[config.mk]
export PLATFORM = sky130hd
export DESIGN_NAME = susmod_gen
export DESIGN_NICKNAME = d
export VERILOG_FILES = /design/src/rtl/susmod_pkg.sv /design/src/rtl/susmod_tick_gen.sv /design/src/rtl/susmod_regs.sv /design/src/rtl/susmod_spd_timer.sv /design/src/rtl/susmod_phase_fsm.sv /design/src/rtl/susmod_gen.sv
export SDC_FILE = /design/constraint.sdc
export NUM_CORES = 1
export LEC_CHECK = 0
export ABC_AREA = 0
export BUFFER_PORTS_ARGS = -buffer_cell sky130_fd_sc_hd__buf_2
export CORE_MARGIN = 2
export CORE_UTILIZATION = 46
export CTS_CLUSTER_SIZE = 12
export DETAILED_ROUTE_END_ITERATION = 6
export GPL_ROUTABILITY_DRIVEN = 0
export PLACE_DENSITY = 0.66
export SETUP_SLACK_MARGIN = 0.15
export SLEW_MARGIN = 0
export SYNTH_ARGS = -nofsm -noshare
export SYNTH_HDL_FRONTEND = slang
export SYNTH_SLANG_ARGS = --single-unit
[constraint.sdc]
create_clock -name clk -period 4.1 [get_ports clk]
set_clock_uncertainty 0.15 [all_clocks]
set_input_delay 0.205 -clock clk [delete_from_list [all_inputs] [get_ports clk]]
set_output_delay 0.205 -clock clk [all_outputs]
set_load 0.03 [all_outputs]
[src/rtl/susmod_pkg.sv]
package susmod_pkg;

    typedef logic [7:0] byte_t;

    // register addresses (decoded by the write/read port)
    localparam byte_t ADDR_PMEN   = 8'h80;
    localparam byte_t ADDR_IRQ_TC = 8'h8C;
    localparam byte_t ADDR_VID_TC = 8'h8D;
    localparam byte_t ADDR_OFF    = 8'h94;
    localparam byte_t ADDR_ON     = 8'h95;
    localparam byte_t ADDR_CFG    = 8'h96;

    localparam int CFG_EN_BIT = 0;
    localparam int PM_IRQ_BIT = 3;
    localparam int PM_VID_BIT = 4;

    localparam byte_t IRQ_TC_RST = 8'd4;
    localparam byte_t VID_TC_RST = 8'd100;

    localparam int NUM_SPD = 2;
    localparam int SPD_IRQ = 0;
    localparam int SPD_VID = 1;

    typedef enum logic [1:0] {
        PH_DIS  = 2'd0,
        PH_OFF  = 2'd1,
        PH_ON   = 2'd2,
        PH_HOLD = 2'd3
    } phase_e;

    typedef struct packed {
        phase_e ph;
        byte_t  rem;
    } phase_sel_t;

    typedef struct packed {
        byte_t off_cnt;
        byte_t on_cnt;
        byte_t cfg;
        byte_t pmen;
        byte_t irq_tc;
        byte_t vid_tc;
    } regs_t;

    // Choose the next phase; zero-length phases are skipped.
    function automatic phase_sel_t pick_phase(logic prefer_on, byte_t off_c, byte_t on_c);
        phase_sel_t r;
        if (prefer_on && on_c != 8'd0)
            r = '{ph: PH_ON, rem: on_c};
        else if (!prefer_on && off_c != 8'd0)
            r = '{ph: PH_OFF, rem: off_c};
        else if (on_c != 8'd0)
            r = '{ph: PH_ON, rem: on_c};
        else if (off_c != 8'd0)
            r = '{ph: PH_OFF, rem: off_c};
        else
            r = '{ph: PH_HOLD, rem: 8'd0};
        return r;
    endfunction

endpackage

[src/rtl/susmod_tick_gen.sv]
module susmod_tick_gen #(
    parameter int TICK_DIV = 1600
) (
    input  logic clk,
    input  logic rst,
    output logic tick_o
);
    localparam int CW = (TICK_DIV > 1) ? $clog2(TICK_DIV) : 1;
    localparam logic [CW-1:0] LAST = CW'(TICK_DIV - 1);

    logic [CW-1:0] cnt_q;

    always_ff @(posedge clk) begin
        if (rst)
            cnt_q <= '0;
        else if (cnt_q == LAST)
            cnt_q <= '0;
        else
            cnt_q <= cnt_q + 1'b1;
    end

    assign tick_o = (cnt_q == LAST);

    generate
        if (TICK_DIV > 1) begin : g_tick_chk

            tick_single_chk: assert property (@(posedge clk) disable iff (rst)
                tick_o |=> !tick_o);
        end
    endgenerate

endmodule

[src/rtl/susmod_regs.sv]
module susmod_regs
    import susmod_pkg::*;
(
    input  logic  clk,
    input  logic  rst,
    input  logic  wr_en,
    input  byte_t wr_addr,
    input  byte_t wr_data,
    input  byte_t rd_addr,
    output byte_t rd_data,
    output regs_t regs_o
);
    regs_t q;
    logic  wr_mapped;

    always_comb begin
        unique case (wr_addr)
            ADDR_OFF, ADDR_ON, ADDR_CFG, ADDR_PMEN, ADDR_IRQ_TC, ADDR_VID_TC: wr_mapped = 1'b1;
            default: wr_mapped = 1'b0;
        endcase
    end

    always_ff @(posedge clk) begin
        if (rst) begin
            q <= '{off_cnt: 8'd0, on_cnt: 8'd0, cfg: 8'd0, pmen: 8'd0,
                   irq_tc: IRQ_TC_RST, vid_tc: VID_TC_RST};
        end else if (wr_en) begin
            case (wr_addr)
                ADDR_OFF:    q.off_cnt <= wr_data;
                ADDR_ON:     q.on_cnt  <= wr_data;
                ADDR_CFG:    q.cfg     <= wr_data;
                ADDR_PMEN:   q.pmen    <= wr_data;
                ADDR_IRQ_TC: q.irq_tc  <= wr_data;
                ADDR_VID_TC: q.vid_tc  <= wr_data;
                default: ;
            endcase
        end
    end

    always_comb begin
        case (rd_addr)
            ADDR_OFF:    rd_data = q.off_cnt;
            ADDR_ON:     rd_data = q.on_cnt;
            ADDR_CFG:    rd_data = q.cfg;
            ADDR_PMEN:   rd_data = q.pmen;
            ADDR_IRQ_TC: rd_data = q.irq_tc;
            ADDR_VID_TC: rd_data = q.vid_tc;
            default:     rd_data = 8'd0;
        endcase
    end

    assign regs_o = q;


    unmapped_write_chk: assert property (@(posedge clk) disable iff (rst)
        (wr_en && !wr_mapped) |=> (q == $past(q)));

endmodule

[src/rtl/susmod_spd_timer.sv]
module susmod_spd_timer
    import susmod_pkg::*;
#(
    parameter int SPD_UNIT = 31
) (
    input  logic  clk,
    input  logic  rst,
    input  logic  tick_i,
    input  logic  evt_i,
    input  logic  en_i,
    input  byte_t tc_i,
    output logic  active_o
);
    localparam int SW = (SPD_UNIT > 1) ? $clog2(SPD_UNIT) : 1;
    localparam logic [SW-1:0] SUB_LAST = SW'(SPD_UNIT - 1);

    byte_t         tmr_q;
    logic [SW-1:0] sub_q;
    logic          load;

    assign load = evt_i && en_i;

    always_ff @(posedge clk) begin
        if (rst) begin
            tmr_q <= 8'd0;
            sub_q <= '0;
        end else if (load) begin
            tmr_q <= tc_i;
            sub_q <= '0;
        end else if (tick_i && tmr_q != 8'd0) begin
            if (sub_q == SUB_LAST) begin
                sub_q <= '0;
                tmr_q <= tmr_q - 8'd1;
            end else begin
                sub_q <= sub_q + 1'b1;
            end
        end
    end

    assign active_o = (tmr_q != 8'd0);


    timer_rise_chk: assert property (@(posedge clk) disable iff (rst)
        (tmr_q > $past(tmr_q)) |-> $past(load));

endmodule

[src/rtl/susmod_phase_fsm.sv]
module susmod_phase_fsm
    import susmod_pkg::*;
(
    input  logic  clk,
    input  logic  rst,
    input  logic  tick_i,
    input  logic  run_i,
    input  byte_t off_cnt_i,
    input  byte_t on_cnt_i,
    output logic  susp_n_o
);
    phase_e     st_q;
    byte_t      rem_q;
    phase_sel_t nxt;

    always_comb begin
        nxt = '{ph: st_q, rem: rem_q};
        if (!run_i) begin
            nxt = '{ph: PH_DIS, rem: 8'd0};
        end else begin
            case (st_q)
                PH_DIS:  nxt = pick_phase(1'b0, off_cnt_i, on_cnt_i);
                PH_OFF: if (tick_i) begin
                    if (rem_q > 8'd1) nxt.rem = rem_q - 8'd1;
                    else              nxt = pick_phase(1'b1, off_cnt_i, on_cnt_i);
                end
                PH_ON: if (tick_i) begin
                    if (rem_q > 8'd1) nxt.rem = rem_q - 8'd1;
                    else              nxt = pick_phase(1'b0, off_cnt_i, on_cnt_i);
                end
                PH_HOLD: if (tick_i) nxt = pick_phase(1'b0, off_cnt_i, on_cnt_i);
                default: nxt = '{ph: PH_DIS, rem: 8'd0};
            endcase
        end
    end

    always_ff @(posedge clk) begin
        if (rst) begin
            st_q  <= PH_DIS;
            rem_q <= 8'd0;
        end else begin
            st_q  <= nxt.ph;
            rem_q <= nxt.rem;
        end
    end

    assign susp_n_o = (st_q != PH_ON);


    stop_release_chk: assert property (@(posedge clk) disable iff (rst)
        !run_i |=> susp_n_o);


    on_entry_count_chk: assert property (@(posedge clk) disable iff (rst)
        $fell(susp_n_o) |-> ($past(on_cnt_i) != 8'd0));


    phase_change_at_tick_chk: assert property (@(posedge clk) disable iff (rst)
        (st_q != $past(st_q)) |-> ($past(tick_i) || !$past(run_i) || $past(st_q) == PH_DIS));

endmodule

[src/rtl/susmod_gen.sv]
module susmod_gen
    import susmod_pkg::*;
#(
    parameter int TICK_DIV = 1600,
    parameter int SPD_UNIT = 31
) (
    input  logic       clk,
    input  logic       rst,
    input  logic       wr_en,
    input  logic [7:0] wr_addr,
    input  logic [7:0] wr_data,
    input  logic [7:0] rd_addr,
    output logic [7:0] rd_data,
    input  logic       irq_evt,
    input  logic       vid_evt,
    output logic       susp_n
);
    regs_t              regs;
    logic               tick;
    logic [NUM_SPD-1:0] spd_evt;
    logic [NUM_SPD-1:0] spd_en;
    logic [NUM_SPD-1:0] spd_act;
    byte_t              spd_tc [NUM_SPD];
    logic               run;

    susmod_tick_gen #(.TICK_DIV(TICK_DIV)) u_tick (
        .clk(clk), .rst(rst), .tick_o(tick)
    );

    susmod_regs u_regs (
        .clk(clk), .rst(rst), .wr_en(wr_en), .wr_addr(wr_addr), .wr_data(wr_data),
        .rd_addr(rd_addr), .rd_data(rd_data), .regs_o(regs)
    );

    assign spd_evt[SPD_IRQ] = irq_evt;
    assign spd_evt[SPD_VID] = vid_evt;
    assign spd_en[SPD_IRQ]  = regs.pmen[PM_IRQ_BIT];
    assign spd_en[SPD_VID]  = regs.pmen[PM_VID_BIT];
    assign spd_tc[SPD_IRQ]  = regs.irq_tc;
    assign spd_tc[SPD_VID]  = regs.vid_tc;

    generate
        for (genvar g = 0; g < NUM_SPD; g++) begin : g_spd
            susmod_spd_timer #(.SPD_UNIT(SPD_UNIT)) u_tmr (
                .clk(clk), .rst(rst), .tick_i(tick), .evt_i(spd_evt[g]),
                .en_i(spd_en[g]), .tc_i(spd_tc[g]), .active_o(spd_act[g])
            );
        end
    endgenerate

    assign run = regs.cfg[CFG_EN_BIT] && !(|spd_act);

    susmod_phase_fsm u_fsm (
        .clk(clk), .rst(rst), .tick_i(tick), .run_i(run),
        .off_cnt_i(regs.off_cnt), .on_cnt_i(regs.on_cnt), .susp_n_o(susp_n)
    );


    disabled_release_chk: assert property (@(posedge clk) disable iff (rst)
        !regs.cfg[CFG_EN_BIT] |=> susp_n);

endmodule

After elaboration in Yosys (flattened, before gate mapping):

Index checks and enable logic that the tools add are counted.

* $add $sub $neg: 6
* order comparisons: 1
* equal/unequal tests: 24
* multiplexer cells: 21
* bitwise operators: 1
* reductions and logical operators: 30

Operators with widths (number)
* $eq 8x8->1 const B: 12
* $mux 8: 8
* $mux 10: 6
* $pmux 8 s6: 1
* $pmux 10 s4: 1
* $reduce_bool 8->1: 4
* $sub 8x1->8 const B: 3
* $reduce_and 2->1: 8
* $ne 2x2->1 const B: 6
* $add 11x1->11 const B: 1
* $eq 11x11->1 const B: 1
* $add 5x1->5 const B: 2
* $eq 5x5->1 const B: 2
* $mux 5: 2
* $reduce_or 2->1: 5
* $mux 9: 1
* $gt 8x1->1 const B: 1
* $reduce_bool 2->1: 4
* $logic_and 1x1->1: 5
* $reduce_and 5->1: 1
* $eq 2x2->1 const B: 2
* $mux 2: 2
* $reduce_and 3->1: 1
* $eq 2x1->1 const B: 1
* other kinds (3): 3

* flip-flop bits (word level): 95
* word-level logic and storage cells: 96

Logic depth before layout (Yosys ltp):

Gate-level depths: netlist of the first run.

* depth in word-level cells: 6
* gate-level depth with buffers: 8

Cells and area by module:

A second synthesis of the first run with hierarchy kept.

* cell total of the unflattened synthesis: 623
* area total of the unflattened synthesis: 5430.2 µm²

By module, submodules not included
* susmod_regs: instances 1, cells an instance 237, area an instance 2244.7 µm², sequential area each 960.9 µm²
* susmod_spd_timer: instances 2, cells an instance 90, area an instance 784.5 µm², sequential area each 260.2 µm²
* susmod_phase_fsm: instances 1, cells an instance 146, area an instance 1089.8 µm², sequential area each 200.2 µm²
* susmod_tick_gen: instances 1, cells an instance 59, area an instance 514.2 µm², sequential area each 220.2 µm²
* susmod_gen: instances 1, cells an instance 1, area an instance 12.5 µm², sequential area each 0.0 µm²

Worst setup path after synthesis of the first run:

No wires, ideal clock.

* kind: input to output
* start: input port rd_addr[5]
* end: output port rd_data[2]
* data arrival time: 1.983 ns
* data required time: 3.745 ns
* setup slack: 1.762 ns
* stages: 5
* cell sequence: or3b_2 -> nor4_1 -> a22oi_1 -> nand2_1 -> a221o_1

* cells in the longest elaborated chain, start to end: 2

Ends and longest elaborated chain
* start, declared: RTL line susmod_gen.sv:12 `input logic [7:0] rd_addr,`
* $eq 8x8->1: RTL line susmod_regs.sv:41 `case (rd_addr)`
* $pmux 8 s6 *: RTL line susmod_regs.sv:41
* end, declared: RTL line susmod_gen.sv:13 `output logic [7:0] rd_data,`

Mark *: on every way between the ends. The rest lies on a longest branch, timed or not.

Final worst setup path of the first run:

* start: register g_spd[1].u_tmr.tmr_q[2]
* end: register u_fsm.rem_q[7]

* cells in the longest elaborated chain, start to end: 6

Ends and longest elaborated chain
* start, declared: RTL line susmod_spd_timer.sv:17 `byte_t tmr_q;`
* start signal, assigned: RTL line susmod_spd_timer.sv:28 `tmr_q <= tc_i;`
* start signal, assigned: RTL line susmod_spd_timer.sv:33 `tmr_q <= tmr_q - 8'd1;`
* $reduce_bool 8->1: RTL line susmod_spd_timer.sv:40 `assign active_o = (tmr_q != 8'd0);`
* $reduce_or 2->1: RTL line susmod_gen.sv:51 `assign run = regs.cfg[CFG_EN_BIT] && !(|spd_act);`
* $logic_not 1->1: RTL line susmod_gen.sv:51
* $logic_and 1x1->1: RTL line susmod_gen.sv:51
* $not 1->1 (no source line)
* $reduce_or 2->1 (no source line)
* end signal, assigned: RTL line susmod_phase_fsm.sv:43 `rem_q <= nxt.rem;`
* end, declared: RTL line susmod_phase_fsm.sv:13 `byte_t rem_q;`

No other way between the ends.
A chain may end at the register's enable or synchronous reset.

==> results_dict.tcl, run 1 <==
set metrics [dict create \
    port_buffers 37 \
    critPathKind "reg -> reg" \
    end_kind "register" \
    status "complete, no violations" \
    cts-root-buf "clkbuf_8" \
    fin_crit_sh_pct 69.0 \
    syn_inst 582 \
    cp_max_fo 12 \
    areaGrowthSynthToFinish_pct 11.0 \
    grt_usage_pct 21.9 \
    cts_resized 0 \
    dr.pass1.iters 5 \
    crit_family "simple AND/OR/NAND/NOR gates" \
    grt_pass1_wl_mm 20.3 \
    crit_path_max_incr_delay_ns 0.63 \
    slowest_stage "nor4b_4" \
    clock_sinks 95 \
    synth_edf_count 0 \
    critPathBufInv 1 \
    required_ns 4.24 \
    relSlewSlack_pct 18.5 \
    crit_start "g_spd[1].u_tmr.tmr_q[2]" \
    cts_made_buffers 9 \
    fillers 998 \
    grt_max_degree 49 \
    synth_most_common_cell "nor2_1" \
    placed_area_um2 5370 \
    place_ws_ns 1.31 \
    row_count 38 \
    routed_wl_mm 12.5 \
    cts_tree "yes" \
    overflow 0 \
    ys_ff_latch 95 \
    grt_antenna_before_repair 0 \
    p_leak_nw 2.06 \
    arrival_ns 2.97 \
    clock_tree.buffer_depth 2 \
    final_area_um2 5630 \
    die-width_um 109 \
    power_density_nw_per_um2 303 \
    power_frac_comb_pct 3.5 \
    nNetsFinal 657 \
    yosysTopAreaCellShare_pct 37.5 \
    holdCritPathClass "in -> reg" \
    ant_nets 0 \
    yosys_warnings 0 \
    htreeDepth 3 \
    min-delay-start "wr_data[2]" \
    p_sw_mw 0.378 \
    vias 4391 \
    drv_cap 0 \
    slew_viol_final 0 \
    start_util_pct 47.0 \
    core-area_um2 10800 \
    synth_nets 625 \
    grt_pass1_vias 4098 \
    clock_latency_ns 0.37 \
    worst_slack_ns 1.27 \
    via_per_inst 5.79 \
    fin_total_pwr_mw 1.70 \
    worstReg2RegStart "g_spd[1].u_tmr.tmr_q[2]" \
    ir_drop_mv 0.188 \
    fin_crit_ns 2.83 \
    final.setup.tns_ns 0 \
    yosysTopAreaCell "dfxtp_1" \
    switching_share_pct 22.2 \
    drive_gt1_share_pct 11.6 \
    rsz0062_at_grt "no" \
    crit_chain "or4_4 > nor4b_4 > nand4b_1 > buf_4 > or4_1 > o22ai_1" \
    tightestPinTransition_ns 1.21 \
    yosysUniqueCellTypes 62 \
    async_flop_share_pct 0 \
    p_clk_share_pct 42.0 \
    synthFlopType "dfxtp_1" \
    routedWlPerCell_um 16.5 \
    ys_seq_area_share_pct 37.5 \
    synth.area.top_cells "dfxtp_1, mux2i_1, nor2_1" \
    antenna_cells 0 \
    clk_pin_slew_ns 0.10 \
    dieHeight_um 109 \
    synth.cells.most_frequent "nor2_1, dfxtp_1, mux2i_1, nand2_1, xnor2_1" \
    dp_hpwl_mm 9.09 \
    start_kind "register" \
    internal-power_mw 1.33 \
    die-area_um2 11900 \
    drtIter0Drc 322 \
    post_cts.repair.setup_buffers 0 \
    fin_util_pct 52.1 \
    synth.avg_cell_area_um2 8.71 \
    pin_count 38 \
    syn-cell-area_um2 5070 \
    fmax_ghz 0.353 \
    p_seq_share_pct 54.5 \
    drc 0 \
    setup_violations 0 \
    hold_violations 0 \
]
[kinds of logic after synthesis]
kind of cell,synth area share [%]
and+or+nand+nor,24.9
muxes,9.08
buffers and inverters,3.60
DFF,37.5
xor gates and xnor gates,6.22
adders and majority gates,3.46
AOI/OAI and AO/OA,15.2
[layout make-up]
class / instances / area (µm²) / area share, %
Clock buffer: 12 / 155 / 2.76
Multi-Input combinational cell: 444 / 2990 / 53.2
Clock inverter: 4 / 76.3 / 1.36
Sequential cell: 95 / 1900 / 33.8
Timing Repair Buffer: 46 / 258 / 4.58
Tap cell: 140 / 175 / 3.11
Inverter: 18 / 67.6 / 1.20
[sequential cells by signal, summed over array words and instances, names as in the netlist]
register and count:
u_regs.regs_o 48, g_spd.u_tmr.tmr_q 16, u_tick.cnt_q 11, g_spd.u_tmr.sub_q 10, u_fsm.rem_q 8, u_fsm.st_q 2
[worst register-to-register path: stages (launching register included)]
cell	delay, ns
dfxtp_1	0.37
or4_4	0.58
nor4b_4	0.63
nand4b_1	0.16
buf_4	0.21
or4_1	0.50
o22ai_1	0.16
[through the flow]
stage               hold WS (ns)  instances
detailed placement         0.298        741
global placement           0.292        741
CTS                      0.00139        759
floorplan                  0.173        582
global route              0.0187        759
finish                    0.0219        759
[power groups by stage]
stage | clock [mW] | combinational, mW | sequential [mW]
after floorplan | 0 | 0.0270 | 0.949
after global placement | 0 | 0.0559 | 0.950
after detailed placement | 0 | 0.0577 | 0.950
after CTS | 0.725 | 0.0594 | 0.928
after global routing | 0.767 | 0.0654 | 0.929
final | 0.716 | 0.0592 | 0.928
[path summary, 6_finish.rpt]
check / slack (ns) / cells after the start / to
hold reg to reg: 0.31 / 1 / u_tick.cnt_q[0]
setup reg to reg: 1.27 / 6 / u_fsm.rem_q[7]
hold / removal: 0.02 / 2 / u_regs.regs_o[2]
setup / recovery: 1.27 / 6 / u_fsm.rem_q[7]
[placed cells by master, fill, tap and decap left out, drive strengths merged, types with 12 or more instances in the layout]
| master | Yosys | layout |
|---|---|---|
| a211oi | 16 | 16 |
| nor3 | 24 | 24 |
| inv | 17 | 18 |
| buf | 5 | 44 |
| xor2 | 12 | 12 |
| xnor2 | 24 | 24 |
| nor2 | 108 | 108 |
| ha | 14 | 14 |
| nand3 | 12 | 12 |
| a22oi | 16 | 16 |
| nand2 | 26 | 26 |
| clkbuf | 20 | 12 |
| nor4 | 14 | 14 |
| dfxtp | 95 | 95 |
| mux2i | 46 | 46 |
[per-layer routing]
metal | share of wire (%) | up-vias | track usage, %
li1 | - | 2185 | -
met1 | 48 | 2056 | 30.4
met2 | 45 | 129 | 33.5
met3 | 5.2 | 21 | 3.11
met4 | 2.3 | 0 | 10.3
met5 | 0 | - | 0
[timing repair]
action                                 4_1_cts  5_1_grt
setup endpoints to repair                    0        0
hold buffers                                 2        0
endpoints found under the hold margin        2        0
(Power assumes the default switching activity.)
==> run 2, diff against run 1 <==
Settings changed: ABC_AREA 0 to 1, PLACE_DENSITY 0.66 to 0.68.
Clock period 4.1 ns to 2.6 ns, I/O delays scaled along.
==> run 2 against run 1 <==
  * Combinational power grew 110%
  * Final cell count grew 31%
  * Sequential cell count unchanged
  * Synthesized area rose by 7.7%
  * Count of clock-buffer cells in the layout is 1 lower
  * Wire length rose by 7.5%
  * Sequential share of layout area is 2.8 points lower
  * Sequential power rose by 57%
  * Largest power group unchanged
==> results_dict.tcl, run 2 <==
set metrics [dict create \
    port_buffers 37 \
    crit_family "simple AND/OR/NAND/NOR gates" \
    start_util_pct 47.4 \
    status "complete, no violations" \
    drc 0 \
    synth_nets 849 \
    p_clk_share_pct 46.2 \
    antenna_cells 0 \
    drv_cap 0 \
    cts-root-buf "clkbuf_16" \
    whs_path_depth 5 \
    clock_tree.buffer_depth 2 \
    row_count 39 \
    slew_viol_final 0 \
    dr.pass1.iters 4 \
    largest_reg_flops 48 \
    routed_wl_mm 13.5 \
    die-width_um 113 \
    hold_violations 0 \
    holdBufCountCts 9 \
    fmax_ghz 0.473 \
    multi_input_area_um2 3020 \
    final_common_cell "nand2_1" \
    cp_max_fo 14 \
    grt_pass1_vias 4958 \
    drtIter0Drc 285 \
    overflow 0 \
    vias 5102 \
    power_frac_comb_pct 4.2 \
    seq_area_um2 1900 \
    arrival_ns 2.21 \
    ys_seq_area_share_pct 34.8 \
    htreeDepth 3 \
    pin_count 38 \
    final.setup.tns_ns 0 \
    via_per_inst 5.14 \
    areaGrowthSynthToFinish_pct 12.4 \
    cp.depth 9 \
    async_flop_share_pct 0 \
    post_cts.repair.setup_buffers 0 \
    holdCritPathClass "in -> reg" \
    synthFlopType "dfxtp_1" \
    yosysTopAreaCell "dfxtp_1" \
    yosysUniqueCellTypes 45 \
    relSlewSlack_pct 60.0 \
    core-area_um2 11500 \
    switching_share_pct 22.8 \
    p_leak_nw 2.55 \
    die-area_um2 12800 \
    end_kind "register" \
    syn-cell-area_um2 5460 \
    p_seq_share_pct 49.6 \
    grt_pass1_wl_mm 23.2 \
    slowest_stage "nor2_2" \
    reg2regPathDepth 9 \
    dp_hpwl_mm 9.67 \
    crit_chain "inv_1 > ha_1 > o21ai_0 > nor2_2 > nor2_2 > inv_1 > nand2_1 > o21ai_1 > a21oi_1" \
    ys_ff_latch 95 \
    final_cells 992 \
    fillers 1157 \
    ant_nets 0 \
    ir_drop_mv 0.471 \
    nNetsFinal 887 \
    cts_made_buffers 9 \
    critPathBufInv 2 \
    clock_sinks 95 \
    synth_most_common_cell "nand2_1" \
    critPathKind "reg -> reg" \
    power_density_nw_per_um2 480 \
    required_ns 2.69 \
    fin_crit_sh_pct 81.4 \
    clk_pin_slew_ns 0.07 \
    synth.avg_cell_area_um2 6.78 \
    grt_antenna_before_repair 0 \
    dp.cells 967 \
    internal-power_mw 2.28 \
    drive_gt1_share_pct 12.6 \
    grt_usage_pct 22.6 \
    p_sw_mw 0.674 \
    final_cell_mix "nand2_1, inv_1, dfxtp_1" \
    synth.area.top_cells "dfxtp_1, nand2_1, inv_1" \
    cts_tree "yes" \
    setup_violations 0 \
    yosysTopAreaCellShare_pct 34.8 \
    routedWlPerCell_um 13.6 \
    cts_resized 0 \
    synth.cells.most_frequent "nand2_1, inv_1, dfxtp_1, nor2_1, a21oi_1" \
    crit_path_max_incr_delay_ns 0.49 \
    grt_max_degree 44 \
    tightestPinTransition_ns 0.597 \
    fin_util_pct 53.3 \
    dieHeight_um 113 \
    clock_latency_ns 0.36 \
    syn_inst 806 \
    fin_crit_ns 2.12 \
    start_kind "register" \
    rsz0062_at_grt "no" \
    yosys_warnings 0 \
    synth_edf_count 0 \
]
==> run 2: cell count changes after synthesis, sizes merged, moves of 39 or more <==
cell,before,now
o21ai,11,70
a21oi,11,70
mux2i,46,1
inv,17,111
nand2,26,189
nand3,12,51
==> run 2: final timing paths <==
check	start	endpoint	slack (ns)
max	u_fsm.rem_q[0]	u_fsm.st_q[1]	0.48
min	wr_addr[3]	u_regs.regs_o[6]	0.04
max reg2reg	u_fsm.rem_q[0]	u_fsm.st_q[1]	0.48
min reg2reg	u_regs.regs_o[16]	u_regs.regs_o[16]	0.31
==> run 2: metal layers <==
metal  share of wire, %  up-vias  GRT usage (%)
met5                  0        -              0
li1                   -     2691              -
met4                2.2        0           9.51
met1                 48     2288           29.6
met2                 45       99           36.0
met3                4.4       24           5.14
==> run 2: final cells by class <==
| cell class | count | share of cell area (%) |
|---|---|---|
| inverter | 114 | 7.01 |
| sequential | 95 | 31.0 |
| tap | 143 | 2.91 |
| clock inverter | 5 | 0.937 |
| multi-input combinational | 574 | 49.2 |
| clock buffer | 11 | 3.95 |
| timing repair buffer | 50 | 4.97 |
==> run 2: cells by family (layout without fill, tap and decap cells) <==
| group | after synthesis | count (layout) | share of synthesized area [%] |
|---|---|---|---|
| adder cells (fa/ha/maj) | 14 | 14 | 3.21 |
| flip-flops | 95 | 95 | 34.8 |
| AND/OR/NAND/NOR | 364 | 364 | 30.8 |
| AO/OA/AOI/OAI | 172 | 172 | 17.4 |
| buffers and inverters | 137 | 180 | 9.83 |
| multiplexers | 2 | 2 | 0.389 |
| XOR/XNOR | 22 | 22 | 3.53 |
==> run 2: through the flow <==
| stage | hold WS, ns | setup slack, ns | instance area [µm²] | total power [mW] |
|---|---|---|---|---|
| after floorplan | 0.0585 | 0.815 | 5460 | 1.56 |
| after global placement | 0.235 | 0.553 | 5750 | 1.61 |
| after detailed placement | 0.237 | 0.517 | 5750 | 1.61 |
| after CTS | 0.0329 | 0.511 | 6140 | 2.98 |
| after global routing | 0.0700 | 0.260 | 6140 | 3.06 |
| final | 0.0390 | 0.484 | 6140 | 2.95 |
==> run 2: power by group through the flow <==
stage	Sequential, mW	Clock, mW	Combinational, mW
final	1.46	1.36	0.124
after CTS	1.46	1.39	0.123
after global placement	1.50	0	0.113
after detailed placement	1.50	0	0.113
after global routing	1.46	1.45	0.141
after floorplan	1.50	0	0.0591
==> run 2: tightest hold or removal path: stages <==
cell and delay [ns]:
buf_2 0.12, nand2_1 0.07, nor4_2 0.06, nand2_1 0.06, nand3_1 0.06
==> run 3, diff against run 2 <==
Settings changed: ABC_AREA 1 to 0, PLACE_DENSITY 0.68 to 0.66.
Clock period 2.6 ns to 2.1 ns, I/O delays scaled along.
==> run 3 against run 2 <==
  * The flow now finishes with violations (setup timing)
  * Total power up 21%
  * Combinational power increased by 32%
  * Maximum frequency is 6.4% lower
  * Critical path type unchanged
  * Count of clock-buffer cells in the layout is 2 lower
  * Final cell count down 16%
  * Register-to-register slack lost 0.64 ns
  * Sequential power increased by 24%
  * Global-route usage increased by 2.6 points
  * Worst setup slack got worse by 0.64 ns
  * Wire length is 5.5% higher
  * Sequential cell count did not move
  * Critical path depth is 2 lower
==> results_dict.tcl, run 3 (synthesis results as in run 1) <==
set metrics [dict create \
    routed_wl_mm 14.2 \
    end_kind "register" \
    cts-root-buf "clkbuf_8" \
    areaGrowthSynthToFinish_pct 34.8 \
    hold_violations 0 \
    start_util_pct 47.0 \
    overflow 0 \
    dp_hpwl_mm 9.94 \
    via_per_inst 5.74 \
    p_clk_share_pct 44.6 \
    setup_violations 26 \
    worstReg2RegStart "u_tick.cnt_q[7]" \
    min-delay-start "rst" \
    wl_met3_um 726 \
    slew_viol_final 0 \
    fin_crit_sh_pct 108 \
    largest_reg_flops 48 \
    tightestPinTransition_ns 0.538 \
    hold_slack_ns 0.0343 \
    fmax_ghz 0.443 \
    pin_count 38 \
    internal-power_mw 2.79 \
    ant_nets 0 \
    worst_slack_ns -0.159 \
    fillers 855 \
    core-area_um2 10800 \
    cts_made_buffers 9 \
    dieHeight_um 109 \
    dr.pass1.iters 5 \
    switching_share_pct 21.8 \
    start_kind "register" \
    cts_tree "yes" \
    crit_start "u_tick.cnt_q[7]" \
    fin_total_pwr_mw 3.57 \
    clk_pin_slew_ns 0.10 \
    final.setup.tns_ns -1.83 \
    nNetsFinal 735 \
    final_cell_mix "nor2_1, dfxtp_1, buf_4" \
    crit_chain "or3_4 > or4_4 > buf_6 > buf_12 > nor4b_4 > xnor2_1 > a211oi_2" \
    crit_path_max_incr_delay_ns 0.44 \
    dp.cells 796 \
    routedWlPerCell_um 17.0 \
    clock_latency_ns 0.37 \
    critPathBufInv 2 \
    rsz0062_at_grt "yes" \
    final_cells 837 \
    grt_pass1_vias 4716 \
    drv_cap 0 \
    slowest_stage "or4_4" \
    violations "setup timing" \
    drc 0 \
    p_seq_share_pct 50.8 \
    relSlewSlack_pct 64.1 \
    grt_usage_pct 25.1 \
    die-width_um 109 \
    top_layer_used "met4" \
    final_area_um2 6830 \
    status "complete, but fails checks" \
    htreeDepth 3 \
    row_count 38 \
    vias 4805 \
    die-area_um2 11900 \
    grt_max_degree 49 \
    required_ns 2.20 \
    cp.depth 7 \
    met1_length_mm 6.35 \
    grt_pass1_wl_mm 23.2 \
    crit_family "simple AND/OR/NAND/NOR gates" \
    met2_length_mm 6.87 \
    fin_crit_ns 2.26 \
    arrival_ns 2.36 \
    placed_area_um2 5970 \
    drive_gt1_share_pct 28.7 \
    whs_path_depth 2 \
    p_sw_mw 0.777 \
    critPathKind "reg -> reg" \
    drtIter0Drc 298 \
    reg2regPathDepth 7 \
    cp_max_fo 6 \
    power_density_nw_per_um2 522 \
    ir_drop_mv 0.387 \
    grt_antenna_before_repair 0 \
    holdCritPathClass "in -> reg" \
    clock_tree.buffer_depth 2 \
    power_frac_comb_pct 4.6 \
    clock_sinks 95 \
    antenna_cells 0 \
    p_leak_nw 2.64 \
    final_common_cell "nor2_1" \
    port_buffers 37 \
]
-- run 3: changes by cell type in the layout (fill, tap and decap cells not counted), moves of 9 or more --
cell,change
nand2_1,-156
o22ai_1,-11
o21ai_1,-13
a22oi_1,+16
buf_4,+62
mux2i_1,+45
nor2_1,+22
buf_6,+14
a21oi_1,-56
inv_1,-85
o21ai_0,-46
clkbuf_16,-9
nand3_1,-38
xnor2_1,+12
-- run 3: final timing paths --
kind | to | slack [ns]
max | g_spd[1].u_tmr.tmr_q[3] | -0.16
max reg2reg | g_spd[1].u_tmr.tmr_q[3] | -0.16
min | u_regs.regs_o[14] | 0.03
min reg2reg | u_regs.regs_o[22] | 0.36
-- run 3: timing repair --
action | CTS | global route
pin swaps | 27 | 26
resized for setup | 45 | 45
endpoints found under the setup margin | 54 | 53
cloned | 3 | 0
endpoints found under the hold margin | 50 | 0
hold buffers | 9 | 0
setup buffers | 9 | 4
-- run 3: metal layers --
layer	GRT usage, %	vias up
met4	8.61	0
met5	0	-
met3	4.36	28
met2	41.7	140
met1	33.0	2288
li1	-	2349
-- run 3: worst reg2reg max path, delay by kind of cell, from the launching register on --
family / cells / cell delay [ns]
AND/OR/NAND/NOR: 3 / 1.11
XOR/XNOR: 1 / 0.17
flip-flops: 1 / 0.33
AO/OA/AOI/OAI: 1 / 0.09
buffers and inverters: 2 / 0.28
-- run 3: area by class of cell --
class                      instances  area, µm²  area share, %
multi-input combinational        444       3410           50.0
clock inverter                     7        144           2.11
clock buffer                       9        124           1.81
inverter                          18       67.6          0.989
timing repair buffer             124        998           14.6
tap                              140        175           2.56
sequential                        95       1910           28.0
-- run 3: stage by stage --
step	worst slack, ns	util, %
after global placement	-0.126	55.3
after detailed placement	-0.280	55.3
after floorplan	-0.0567	-
after global routing	-0.219	63.3
after CTS	-0.171	61.5
final	-0.159	63.3
-- run 3: power by group through the flow --
stage / sequential, mW / clock (mW) / combinational (mW)
after floorplan: 1.85 / 0 / 0.0589
after global placement: 1.85 / 0 / 0.132
after detailed placement: 1.85 / 0 / 0.135
after CTS: 1.81 / 1.62 / 0.152
after global routing: 1.81 / 1.69 / 0.178
final: 1.81 / 1.59 / 0.164
